<file path="src/rtl/gpio_evt_pkg.sv">
package gpio_evt_pkg;
  localparam int MODE_W = 4;
  localparam int ADDR_W = 6;

  typedef enum logic [MODE_W-1:0] {
    PM_OFF      = 4'h0,
    PM_DMA_RISE = 4'h1,
    PM_DMA_FALL = 4'h2,
    PM_DMA_BOTH = 4'h3,
    PM_RSVD4    = 4'h4,
    PM_FLG_RISE = 4'h5,
    PM_FLG_FALL = 4'h6,
    PM_FLG_BOTH = 4'h7,
    PM_IRQ_LOW  = 4'h8,
    PM_IRQ_RISE = 4'h9,
    PM_IRQ_FALL = 4'hA,
    PM_IRQ_BOTH = 4'hB,
    PM_IRQ_HIGH = 4'hC,
    PM_TRIG_HI  = 4'hD,
    PM_TRIG_LO  = 4'hE,
    PM_RSVDF    = 4'hF
  } pin_mode_e;

  localparam logic [ADDR_W-1:0] A_DOUT = 6'h00;
  localparam logic [ADDR_W-1:0] A_SET  = 6'h01;
  localparam logic [ADDR_W-1:0] A_CLR  = 6'h02;
  localparam logic [ADDR_W-1:0] A_TGL  = 6'h03;
  localparam logic [ADDR_W-1:0] A_DIR  = 6'h04;
  localparam logic [ADDR_W-1:0] A_DIN  = 6'h05;
  localparam logic [ADDR_W-1:0] A_FLAG = 6'h06;
  localparam logic [ADDR_W-1:0] A_GLO  = 6'h08;
  localparam logic [ADDR_W-1:0] A_GHI  = 6'h09;
  localparam logic [ADDR_W-1:0] A_PCFG = 6'h20;

  function automatic logic is_dma_mode(logic [MODE_W-1:0] m);
    return (m >= 4'h1) && (m <= 4'h3);
  endfunction

  function automatic logic is_irq_mode(logic [MODE_W-1:0] m);
    return (m >= 4'h8) && (m <= 4'hC);
  endfunction
endpackage

</file>
<file path="src/rtl/gpio_evt_sync.sv">
module gpio_evt_sync #(
  parameter int W = 32
) (
  input  logic         clk_i,
  input  logic         rst_ni,
  input  logic [W-1:0] d_i,
  output logic [W-1:0] q_o
);
  logic [W-1:0] s1_q, s2_q;

  always_ff @(posedge clk_i or negedge rst_ni) begin
    if (!rst_ni) begin
      s1_q <= '0;
      s2_q <= '0;
    end else begin
      s1_q <= d_i;
      s2_q <= s1_q;
    end
  end

  assign q_o = s2_q;
endmodule

</file>
<file path="src/rtl/gpio_evt_out.sv">
module gpio_evt_out #(
  parameter int W = 32
) (
  input  logic         clk_i,
  input  logic         rst_ni,
  input  logic         dout_we_i,
  input  logic         set_we_i,
  input  logic         clr_we_i,
  input  logic         tgl_we_i,
  input  logic         dir_we_i,
  input  logic [W-1:0] wd_i,
  output logic [W-1:0] dout_o,
  output logic [W-1:0] dir_o
);
  logic [W-1:0] dout_q, dir_q, dout_d;

  always_comb begin
    dout_d = dout_q;
    if (dout_we_i)     dout_d = wd_i;
    else if (set_we_i) dout_d = dout_q | wd_i;
    else if (clr_we_i) dout_d = dout_q & ~wd_i;
    else if (tgl_we_i) dout_d = dout_q ^ wd_i;
  end

  always_ff @(posedge clk_i or negedge rst_ni) begin
    if (!rst_ni) begin
      dout_q <= '0;
      dir_q  <= '0;
    end else begin
      dout_q <= dout_d;
      if (dir_we_i) dir_q <= wd_i;
    end
  end

  assign dout_o = dout_q;
  assign dir_o  = dir_q;
endmodule

</file>
<file path="src/rtl/gpio_evt_pin.sv">
module gpio_evt_pin
  import gpio_evt_pkg::*;
(
  input  logic              clk_i,
  input  logic              rst_ni,
  input  logic              mode_we_i,
  input  logic [MODE_W-1:0] mode_wd_i,
  input  logic              lvl_i,
  input  logic              flag_clr_i,
  input  logic              dma_done_i,
  output logic [MODE_W-1:0] mode_o,
  output logic              flag_o,
  output logic              irq_src_o,
  output logic              dma_src_o,
  output logic              trig_o
);
  logic [MODE_W-1:0] mode_q;
  logic prev_q, flag_q, rise, fall, hit, drop;

  assign rise = lvl_i & ~prev_q;
  assign fall = ~lvl_i & prev_q;

  always_comb begin
    hit = 1'b0;
    unique case (pin_mode_e'(mode_q))
      PM_DMA_RISE, PM_FLG_RISE, PM_IRQ_RISE: hit = rise;
      PM_DMA_FALL, PM_FLG_FALL, PM_IRQ_FALL: hit = fall;
      PM_DMA_BOTH, PM_FLG_BOTH, PM_IRQ_BOTH: hit = rise | fall;
      PM_IRQ_LOW:  hit = ~lvl_i;
      PM_IRQ_HIGH: hit = lvl_i;
      default:     hit = 1'b0;
    endcase
  end

  // a new event in the same cycle outranks any clear
  assign drop = flag_clr_i | (dma_done_i & is_dma_mode(mode_q));

  always_ff @(posedge clk_i or negedge rst_ni) begin
    if (!rst_ni) begin
      mode_q <= '0;
      prev_q <= 1'b0;
      flag_q <= 1'b0;
    end else begin
      prev_q <= lvl_i;
      flag_q <= hit | (flag_q & ~drop);
      if (mode_we_i) mode_q <= mode_wd_i;
    end
  end

  assign mode_o    = mode_q;
  assign flag_o    = flag_q;
  assign irq_src_o = flag_q & is_irq_mode(mode_q);
  assign dma_src_o = flag_q & is_dma_mode(mode_q);
  assign trig_o    = ((mode_q == PM_TRIG_HI) & lvl_i) | ((mode_q == PM_TRIG_LO) & ~lvl_i);
endmodule

</file>
<file path="src/rtl/gpio_evt_port.sv">
module gpio_evt_port
  import gpio_evt_pkg::*;
#(
  parameter int N_PINS = 32
) (
  input  logic              clk_i,
  input  logic              rst_ni,
  input  logic              wr_en_i,
  input  logic [ADDR_W-1:0] addr_i,
  input  logic [31:0]       wdata_i,
  output logic [31:0]       rdata_o,
  input  logic [N_PINS-1:0] pin_i,
  output logic [N_PINS-1:0] pin_o,
  output logic [N_PINS-1:0] pin_oe_o,
  input  logic              dma_done_i,
  output logic              irq_o,
  output logic              dma_req_o,
  output logic [N_PINS-1:0] trig_o
);
  localparam int HALF = N_PINS / 2;

  logic [N_PINS-1:0] lvl, flag_vec, irq_vec, dma_vec, dout, dir;
  logic [N_PINS-1:0][MODE_W-1:0] mode_vec;
  logic wr_flag, wr_glo, wr_ghi;
  logic unused_wd;

  assign unused_wd = ^wdata_i[31:20];
  assign wr_flag   = wr_en_i && (addr_i == A_FLAG);
  assign wr_glo    = wr_en_i && (addr_i == A_GLO);
  assign wr_ghi    = wr_en_i && (addr_i == A_GHI);

  gpio_evt_sync #(.W(N_PINS)) u_sync (
    .clk_i(clk_i), .rst_ni(rst_ni), .d_i(pin_i), .q_o(lvl)
  );

  gpio_evt_out #(.W(N_PINS)) u_out (
    .clk_i    (clk_i),
    .rst_ni   (rst_ni),
    .dout_we_i(wr_en_i && (addr_i == A_DOUT)),
    .set_we_i (wr_en_i && (addr_i == A_SET)),
    .clr_we_i (wr_en_i && (addr_i == A_CLR)),
    .tgl_we_i (wr_en_i && (addr_i == A_TGL)),
    .dir_we_i (wr_en_i && (addr_i == A_DIR)),
    .wd_i     (wdata_i[N_PINS-1:0]),
    .dout_o   (dout),
    .dir_o    (dir)
  );

  for (genvar i = 0; i < N_PINS; i++) begin : g_pin
    logic own_we, bulk_we;
    assign own_we = wr_en_i && (addr_i == A_PCFG + ADDR_W'(i));
    if (i < HALF) begin : g_lo
      assign bulk_we = wr_glo && wdata_i[i];
    end else begin : g_hi
      assign bulk_we = wr_ghi && wdata_i[i-HALF];
    end

    gpio_evt_pin u_pin (
      .clk_i     (clk_i),
      .rst_ni    (rst_ni),
      .mode_we_i (own_we | bulk_we),
      .mode_wd_i (own_we ? wdata_i[MODE_W-1:0] : wdata_i[16 +: MODE_W]),
      .lvl_i     (lvl[i]),
      .flag_clr_i(wr_flag && wdata_i[i]),
      .dma_done_i(dma_done_i),
      .mode_o    (mode_vec[i]),
      .flag_o    (flag_vec[i]),
      .irq_src_o (irq_vec[i]),
      .dma_src_o (dma_vec[i]),
      .trig_o    (trig_o[i])
    );
  end

  always_comb begin
    rdata_o = '0;
    if (addr_i[ADDR_W-1]) begin
      rdata_o[MODE_W-1:0] = mode_vec[addr_i[ADDR_W-2:0]];
    end else begin
      unique case (addr_i)
        A_DOUT:  rdata_o[N_PINS-1:0] = dout;
        A_DIR:   rdata_o[N_PINS-1:0] = dir;
        A_DIN:   rdata_o[N_PINS-1:0] = lvl;
        A_FLAG:  rdata_o[N_PINS-1:0] = flag_vec;
        default: rdata_o = '0;
      endcase
    end
  end

  assign pin_o     = dout;
  assign pin_oe_o  = dir;
  assign irq_o     = |irq_vec;
  assign dma_req_o = |dma_vec;
endmodule

</file>
<file path="config.mk">
export PLATFORM = sky130hd
export DESIGN_NAME = gpio_evt_port
export DESIGN_NICKNAME = d
export VERILOG_FILES = /design/src/rtl/gpio_evt_pkg.sv /design/src/rtl/gpio_evt_sync.sv /design/src/rtl/gpio_evt_out.sv /design/src/rtl/gpio_evt_pin.sv /design/src/rtl/gpio_evt_port.sv
export SDC_FILE = /design/constraint.sdc
export NUM_CORES = 1
export LEC_CHECK = 0
export CORE_MARGIN = 3
export CORE_UTILIZATION = 53
export CTS_CLUSTER_SIZE = 8
export DETAILED_ROUTE_END_ITERATION = 10
export GPL_ROUTABILITY_DRIVEN = 1
export PLACE_DENSITY = 0.77
export SLEW_MARGIN = 30
export SYNTH_ARGS = -nofsm -noshare
export SYNTH_HDL_FRONTEND = slang
export SYNTH_SLANG_ARGS = --single-unit
</file>
<file path="constraint.sdc">
create_clock -name clk_i -period 1.9 [get_ports clk_i]
set_input_delay 0.19 -clock clk_i [delete_from_list [all_inputs] [get_ports clk_i]]
set_output_delay 0.19 -clock clk_i [all_outputs]
set_load 0.1 [all_outputs]
</file>
# Yosys cells after proc, flatten, opt, wreduce, memory -nomap -nowiden
# Cells that the tools add are included.
dict set report classes {
  addsub 0
  n_mul 0
  n_div 0
  order_cmp 129
  eq_ne 456
  n_shift 0
  muxes 73
  bitwise_logic 516
  reduce_logical 268
}
# operator n
set op_table {}
lappend op_table {{== test 4 bit (second input constant)} 224}
lappend op_table {{== test 4 x 3 -> 1 bit (second input constant)} 96}
lappend op_table {{OR reduction 3 bit} 96}
lappend op_table {{AND 1 bit} 256}
lappend op_table {{== test 4 x 2 -> 1 bit (second input constant)} 64}
lappend op_table {{== test 6 bit (second input constant)} 32}
lappend op_table {{logical AND 1 bit} 168}
lappend op_table {{OR 1 bit} 160}
lappend op_table {{case mux 1 bit (5 select lines)} 32}
lappend op_table {{2-to-1 mux 4 bit} 34}
lappend op_table {{== test 4 x 1 -> 1 bit (second input constant)} 32}
lappend op_table {{>= comparator 4 x 1 -> 1 bit (second input constant)} 32}
lappend op_table {{>= comparator 4 bit (second input constant)} 32}
lappend op_table {{<= comparator 4 x 2 -> 1 bit (second input constant)} 32}
lappend op_table {{<= comparator 4 bit (second input constant)} 32}
lappend op_table {{2-to-1 mux 32 bit} 4}
lappend op_table {{case mux 32 bit (4 select lines)} 1}
lappend op_table {{inverter 1 bit} 96}
lappend op_table {{OR reduction 32 bit} 2}
lappend op_table {{AND 32 bit} 1}
lappend op_table {{inverter 32 bit} 1}
lappend op_table {{OR 32 bit} 1}
lappend op_table {{XOR 32 bit} 1}
lappend op_table {{2-to-1 mux 28 bit} 1}
lappend op_table {{other kinds (8)} 12}
dict set report totals {
  ff_bits 320
  latchBits 0
  ramBits 0
  romBits 0
  in_bits 74
  word_cells 1542
  mem_count 0
}

# Longest topological paths before layout
# Gate-level depths: netlist of the first run.
dict set report logic_depth {
  word_depth 7
  mapped_depth 9
}

# Hierarchy
# From an unflattened synthesis of the first run, not the netlist that was laid out.
dict set report unflattened {
  cells_unflattened 1999
  hier_area_um2 21564.4
}
# mod instances cells_per_inst area_each_um2 seq_area_each_um2
set modules_own_cells {}
lappend modules_own_cells {gpio_evt_pin 32 31 349.1 150.1}
lappend modules_own_cells {gpio_evt_port 1 549 4473.0 0.0}
lappend modules_own_cells {gpio_evt_out 1 394 4319.1 1601.5}
lappend modules_own_cells {gpio_evt_sync 1 64 1601.5 1601.5}

# Worst setup path before layout of the first run
# OpenSTA, ideal clock, no wires.
dict set report synth_timing {
  path_type {input to output}
  from {input addr_i[0]}
  to {output rdata_o[0]}
  t_arrival_ns 2.352
  t_required_ns 1.710
  setup_slack_ns -0.642
  stages 6
  path_buffers 2
  cell_sequence {buf_4 buf_6 mux4_2 mux4_2 o21ai_0 nand3_1}
}
dict set report synth_between {
  elab_chain_len 3
  elab_cells_between_ends 8
}
# element line_no
set synth_lines {}
lappend synth_lines {{start, declared} gpio_evt_port.sv:9} ;# input logic [ADDR_W-1:0] addr_i,
lappend synth_lines {{binary-select mux 4 bit (select 5 bit) (tied with other cells)} gpio_evt_port.sv:77} ;# rdata_o[MODE_W-1:0] = mode_vec[addr_i[ADDR_W-2:0]];
lappend synth_lines {{2-to-1 mux 4 bit (not written as such) / case mux 32 bit (4 select lines) (equally long branches)} {gpio_evt_port.sv:77, gpio_evt_port.sv:79}}
lappend synth_lines {{2-to-1 mux 4 bit (*)} gpio_evt_port.sv:76} ;# if (addr_i[ADDR_W-1]) begin
lappend synth_lines {{end, declared} gpio_evt_port.sv:11} ;# output logic [31:0] rdata_o,
# Every way passes the cells marked *; elsewhere a longest branch is shown, timed or not. The select of a mux whose other input is x is not followed.

# Final worst setup path of the first run
dict set report layout_timing {
  from {register g_pin[25].u_pin.mode_q[1]}
  to {output rdata_o[1]}
}
dict set report layout_between {
  elab_chain_len 3
}
# element line_no
set layout_lines {}
lappend layout_lines {{start, declared} gpio_evt_pin.sv:17} ;# logic [MODE_W-1:0] mode_q;
lappend layout_lines {{start signal, assigned} gpio_evt_pin.sv:46} ;# if (mode_we_i) mode_q <= mode_wd_i;
lappend layout_lines {{binary-select mux 4 bit (select 5 bit)} gpio_evt_port.sv:77}
lappend layout_lines {{2-to-1 mux 4 bit (not written as such)} gpio_evt_port.sv:77}
lappend layout_lines {{2-to-1 mux 4 bit} gpio_evt_port.sv:76}
# No other way between the ends. The select of a mux whose other input is x is not followed.

==> reports/results.ini, run 1 <==
[global_routing]
grt_overflow = 0
grt_pass1_vias = 21600
grtUsageTotal = 0.406
antenna_found_initial = 1
grt_max_degree = 61
grt_pass1_wl_mm = 127

[setup_path]
critPathArrivalTime_ns = 2.64
crit_fanout = 3
critical_path_class = reg -> out
cp-end-kind = output pin
ff2ff_path_depth = 4
cp_data_required_time_ns = 1.71
start_kind = flop
regToRegSetupSlack_ns = 0.13

[routing]
dr_wl_met3_mm = 9.80
drc = 0
routedLengthMet1_mm = 30.7
firstDrtPassIters = 7
antenna_left = 0
viasPerCell = 6.42
top_layer = met4
routedWlPerCell_microns = 25.6
wl_mm = 86.0
vias = 21500
drt_iter0_markers = 2617
wl_met2_mm = 39.4

[cts]
cts_root_buf = clkbuf_16
clkSinkCount = 320
htree_levels = 2
cts_buffers = 45
clkSlewWorstSetupHoldPaths_ns = 0.06
cts_tree = built
clock_path_buffers = 3
clk_latency_ns = 0.58

[floorplanning]
core_sq_um = 37000
core.rowCount = 70
ios = 204
die_h_microns = 201
chipWidth_microns = 201
dieArea_sq_um = 40500
initial_core_util = 0.545

[synth]
syn_area_per_cell_sq_um = 8.92
yosys_warnings = 0
synth_top_family_by_area = compound AO/OA/AOI/OAI gates
syn-num-nets = 2465
synth-compound-area-share = 0.175
yosys.area_share.simple = 0.175
syn_area_sq_um = 20200
yosysUniqueCellTypes = 62
ys_async_sr_fraction = 1.00
synth_area_leaders = dfrtp_1, ha_1, nand2_1
synth_ff_type = dfrtp_1
synthXorXnorAreaFrac = 0.00651
syn_inst = 2263
synth-seq-area-share = 0.397
synth_top_area_share = 0.397
synth_area_leader_cell = dfrtp_1
synth_edf_count = 0
synthMuxAreaShare = 0.0951
synth-seq-cells = 320
synth_fa_ha_area_frac = 0.0794

[hold_path]
min_path_type = in -> reg
holdPathStages = 1

[sta]
finalSetupViolations = 65
worst_slack_ns = -0.935
fmax_ghz = 0.353
min_period_ns = 2.83
worst_pin_slew_ns = 0.755
rsz0062_at_grt = yes
drv_slew = 0
min_period_over_period = 1.49
hold_violations = 0
relSlewSlack = 0.493
finClkSkew_ns = 0.00843

[finish]
layout-drive-gt1-share = 0.343
finalNetCount = 3028
finish.utilization = 0.796
fin_cells = 3354
mostFrequentLayoutCell = buf_4
layout_common_cells = buf_4, nand2_1, dfrtp_1
area_delta_synth_final_pct = 46.2

[run_status]
status = complete, but fails checks
violations = negative setup slack

[place]
dpl.hpwl_mm = 59.6
port_buffers = 203
dpl.cell_count = 3215
gp_congestion = 1.01

[flow_run]
maxCapViolCount = 0

[power]
power.density_nw_per_um2 = 1030
p_leak_nw = 13.4
p_total_mw = 30.5
max-vdd-ir-drop_v = 0.000708

## stage by stage
stage / TNS (ns) / setup slack (ns) / hold WS (ns) / area [sq um]
2_1_floorplan: -0.707 / -0.181 / -0.106 / 20500
3_3_place_gp: -103.70 / -0.581 / 0.135 / 26200
3_5_place_dp: -108.14 / -0.617 / 0.140 / 26200
4_1_cts: -19.36 / -0.908 / 0.0380 / 28800
5_1_grt: -18.28 / -0.946 / 0.0498 / 29500
6_report: -16.26 / -0.935 / 0.0467 / 29500
## registers in the layout, indices dropped and copies added (netlist names)
register / flops
g_pin.u_pin.mode_o: 128
u_sync.s1_q: 32
u_out.dir_o: 32
g_pin.u_pin.prev_q: 32
u_sync.q_o: 32
u_out.dout_o: 32
g_pin.u_pin.flag_o: 32
## layout make-up
class                   instances  area, sq um
diodes                          2         5.00
fillers                      2319         7540
well taps                     504          631
repair buffers                666         6860
clock buffers                  68         1250
inverters                     187          752
flip-flops and latches        320         8070
clock inverters                 1         8.76
multi-input cells            1606        11900
## cells in the mapped netlist (all sizes together) (6+ instances only)
cell type and instances:
mux2i 77, mux4 34, inv 184, buf 70, and2 6, a21oi 82, o21ai 160, nand2b 26
nand4 15, mux2 34, nand2 337, or3 39, a32oi 16, clkbuf 80, a32o 13, ha 128
nor2 130, xor2 12, o211ai 41, a211o 11, nand3b 8, o221ai 22, nand3 120, a22oi 81
a31oi 61, a221oi 14, dfrtp 320, nor3 56, o22ai 33
## worst paths after layout
kind | from | to
hold reg to reg | u_sync.s1_q[7]$_DFF_PN0_ | u_sync.q_o[7]$_DFF_PN0_
setup reg to reg | g_pin[17].u_pin.mode_o[2]$_DFFE_PN0P_ | g_pin[17].u_pin.flag_o$_DFF_PN0_
min in group asynchronous | rst_ni | u_sync.s1_q[0]$_DFF_PN0_
setup / recovery | g_pin[25].u_pin.mode_o[1]$_DFFE_PN0P_ | rdata_o[1]
max in group asynchronous | rst_ni | u_out.dout_o[24]$_DFFE_PN0P_
hold / removal | pin_i[31] | u_sync.s1_q[31]$_DFF_PN0_
## critical path, cell delays in order (launching register included)
cell and delay [ns]:
dfrtp_1 0.41, buf_6 0.13, mux4_2 0.47, mux4_2 0.54, o21ai_4 0.21, nand3_4 0.10
buf_12 0.19
## per-layer routing
layer	vias up	GRT usage
li1	9209	-
met1	10500	0.498
met3	384	0.0930
met5	-	0
met2	1467	0.651
met4	0	0.256
## cells by family (layout without fill, tap and decap cells)
logic type | Yosys count | count (layout)
xor+xnor | 15 | 15
compound gates | 550 | 550
buf+inv | 337 | 922
fa+ha+maj | 128 | 128
other cells | 0 | 2
mux | 145 | 145
simple gates | 768 | 768
flops | 320 | 320
## power breakdown
group	switching (mW)	internal [mW]
combinational	7.93	5.23
sequential	1.62	8.15
clock	3.10	4.48
total	12.7	17.9
## repair_timing
action | in CTS | in global routing
hold endpoints to repair | 297 | 0
pin swaps | 69 | 68
buffers inserted | 37 | 45
hold buffers | 1 | 0
gates cloned | 3 | 3
setup endpoints to repair | 79 | 90
gates resized for setup | 263 | 126
Note: power is estimated with default switching activity, not from simulation.
==> run 2, diff against run 1 <==
Settings changed: SETUP_SLACK_MARGIN set to 0.15.
==> run 2 against run 1 <==
Compared with the run above: the run still ends with negative setup slack left; largest power group unchanged; clock power up 2%; non-clock buffer count up 5; register-to-register slack about the same.
==> reports/results.ini, run 2 (synthesis gave the netlist of run 1 again) <==
[finish]
largest_reg_flops = 128  ; unchanged
layout-drive-gt1-share = 0.352  ; +0.00932
finish.utilization = 0.807  ; +0.0109
layout_common_cells = buf_4, nand2_1, dfrtp_1
diodes = 0  ; -2
stdcell_area_sq_um = 29900  ; +1.4%
fillers = 2262  ; -2.5%
mostFrequentLayoutCell = buf_4
area_delta_synth_final_pct = 48.2
finalNetCount = 3034  ; +0.20%

[routing]
antenna_left = 0  ; unchanged
drc = 0  ; unchanged
routedWlPerCell_microns = 26.3  ; +2.5%
firstDrtPassIters = 8  ; +1
vias = 21800  ; +1.3%
wl_mm = 88.2  ; +2.6%
viasPerCell = 6.49  ; +1.2%
drt_iter0_markers = 2579  ; -1.5%

[power]
p_leak_nw = 13.6  ; +1.6%
power.density_nw_per_um2 = 1030  ; -0.24%
max-vdd-ir-drop_v = 0.00113  ; +59%

[global_routing]
grt_max_degree = 42  ; -31%
grt_pass1_wl_mm = 131  ; +3.1%
grt_pass1_vias = 22100  ; +2.2%
grtUsageTotal = 0.419  ; +0.0122
antenna_found_initial = 1  ; unchanged
grt_overflow = 0  ; unchanged

[setup_path]
cp-end-kind = output pin
critical_path_class = reg -> out
critPathArrivalTime_ns = 2.67  ; +0.03 ns
cp_data_required_time_ns = 1.71  ; about the same
start_kind = flop
ff2ff_path_depth = 6  ; +2
crit_fanout = 2  ; -1

[sta]
worst_slack_ns = -0.963  ; -0.0277 ns
relSlewSlack = 0.464  ; -0.0291
hold_violations = 0  ; unchanged
worst_pin_slew_ns = 0.798  ; +0.0433 ns
fmax_ghz = 0.349  ; -0.97%
min_period_over_period = 1.51  ; +0.0146
finClkSkew_ns = 0.0109  ; +0.00252 ns
drv_slew = 0  ; unchanged
whs_ns = 0.0398  ; -0.00690 ns
rsz0062_at_grt = yes
finalSetupViolations = 64  ; -1.5%
min_period_ns = 2.86  ; +0.0277 ns

[cts]
cts_tree = built
htree_levels = 2  ; unchanged
clk_latency_ns = 0.59  ; about the same
clkSlewWorstSetupHoldPaths_ns = 0.05  ; about the same
clock_path_buffers = 3  ; unchanged
cts_buffers = 46  ; +2.2%
cts_root_buf = clkbuf_16
clkSinkCount = 320  ; unchanged

[place]
port_buffers = 203  ; unchanged
dpl.hpwl_mm = 59.6  ; about the same
gp_congestion = 1.01  ; -0.22%
placed_area_sq_um = 26600  ; +1.5%

[floorplanning]
ios = 204  ; unchanged
core_sq_um = 37000  ; unchanged
die_h_microns = 201  ; unchanged
initial_core_util = 0.545  ; unchanged
chipWidth_microns = 201  ; unchanged
dieArea_sq_um = 40500  ; unchanged
core.rowCount = 70  ; unchanged

[flow_run]
maxCapViolCount = 0  ; unchanged

[run_status]
status = complete, but fails checks
violations = negative setup slack

[hold_path]
holdPathStages = 1  ; unchanged
min_path_type = in -> reg

-- run 2: cell count changes in the layout (fill, tap and decap cells not counted), sizes merged, moves of 2 or more --
cell and delta:
diode -2, buf +9, clkbuf -2, dlygate4sd2 -2
-- run 2: per-layer routing --
layer,GRT usage,wire [microns],part of all wire
met4,0.261,6980,0.079
met3,0.104,10100,0.11
met1,0.504,30700,0.35
met5,0,0,0
met2,0.677,40500,0.46
-- run 2: final timing paths --
path | to | slack, ns | startpoint
min in group asynchronous | u_sync.q_o[0]$_DFF_PN0_ | 0.07 | rst_ni
worst min-delay path | u_sync.s1_q[18]$_DFF_PN0_ | 0.04 | pin_i[18]
worst max register to register | g_pin[10].u_pin.flag_o$_DFF_PN0_ | 0.13 | u_sync.q_o[10]$_DFF_PN0_
max in group asynchronous | g_pin[23].u_pin.mode_o[2]$_DFFE_PN0P_ | 1.06 | rst_ni
worst min register to register | u_sync.q_o[14]$_DFF_PN0_ | 0.34 | u_sync.s1_q[14]$_DFF_PN0_
worst max-delay path | dma_req_o | -0.96 | g_pin[6].u_pin.mode_o[1]$_DFFE_PN0P_
-- run 2: timing repair --
item                                    in CTS  in global routing
endpoints found under the setup margin     181                128
hold buffers                                 1                  0
pin swaps                                   92                 96
buffers inserted                            36                 19
gates cloned                                 5                  2
resized for setup                          264                100
hold endpoints to repair                   162                  0
-- run 2: layout make-up --
class / instances / area (sq um) / area share
Clock buffer: 69 / 1270 / 0.0424
Clock inverter: 2 / 16.3 / 0.000544
Inverter: 187 / 737 / 0.0246
Multi-Input combinational cell: 1606 / 12100 / 0.404
Sequential cell: 320 / 8070 / 0.270
Tap cell: 504 / 631 / 0.0211
Timing Repair Buffer: 671 / 7100 / 0.238
-- run 2: worst max-delay path, stage by stage (launching register included) --
cell and delay (ns):
dfrtp_1 0.38, nor2_1 0.18, nor3_1 0.17, a22oi_2 0.23
nand4_1 0.35, or4_4 0.58, buf_12 0.19
-- run 2: where the power goes --
group          internal (mW)  leakage (nW)  switching [mW]
Combinational           5.35          9.22            8.04
Clock                   4.53         0.616            3.17
Sequential              8.15          3.79            1.62
Total                   18.0          13.6            12.8
-- run 2: stage by stage --
step / power, mW / instances / worst slack [ns] / TNS [ns]
2_1_floorplan: 16.4 / 2263 / -0.183 / -1.00
3_3_place_gp: 21.3 / 3225 / -0.690 / -112.13
3_5_place_dp: 21.7 / 3225 / -0.678 / -118.74
4_1_cts: 30.1 / 3338 / -0.854 / -15.52
5_1_grt: 31.9 / 3359 / -0.948 / -17.28
6_report: 30.9 / 3359 / -0.963 / -15.12
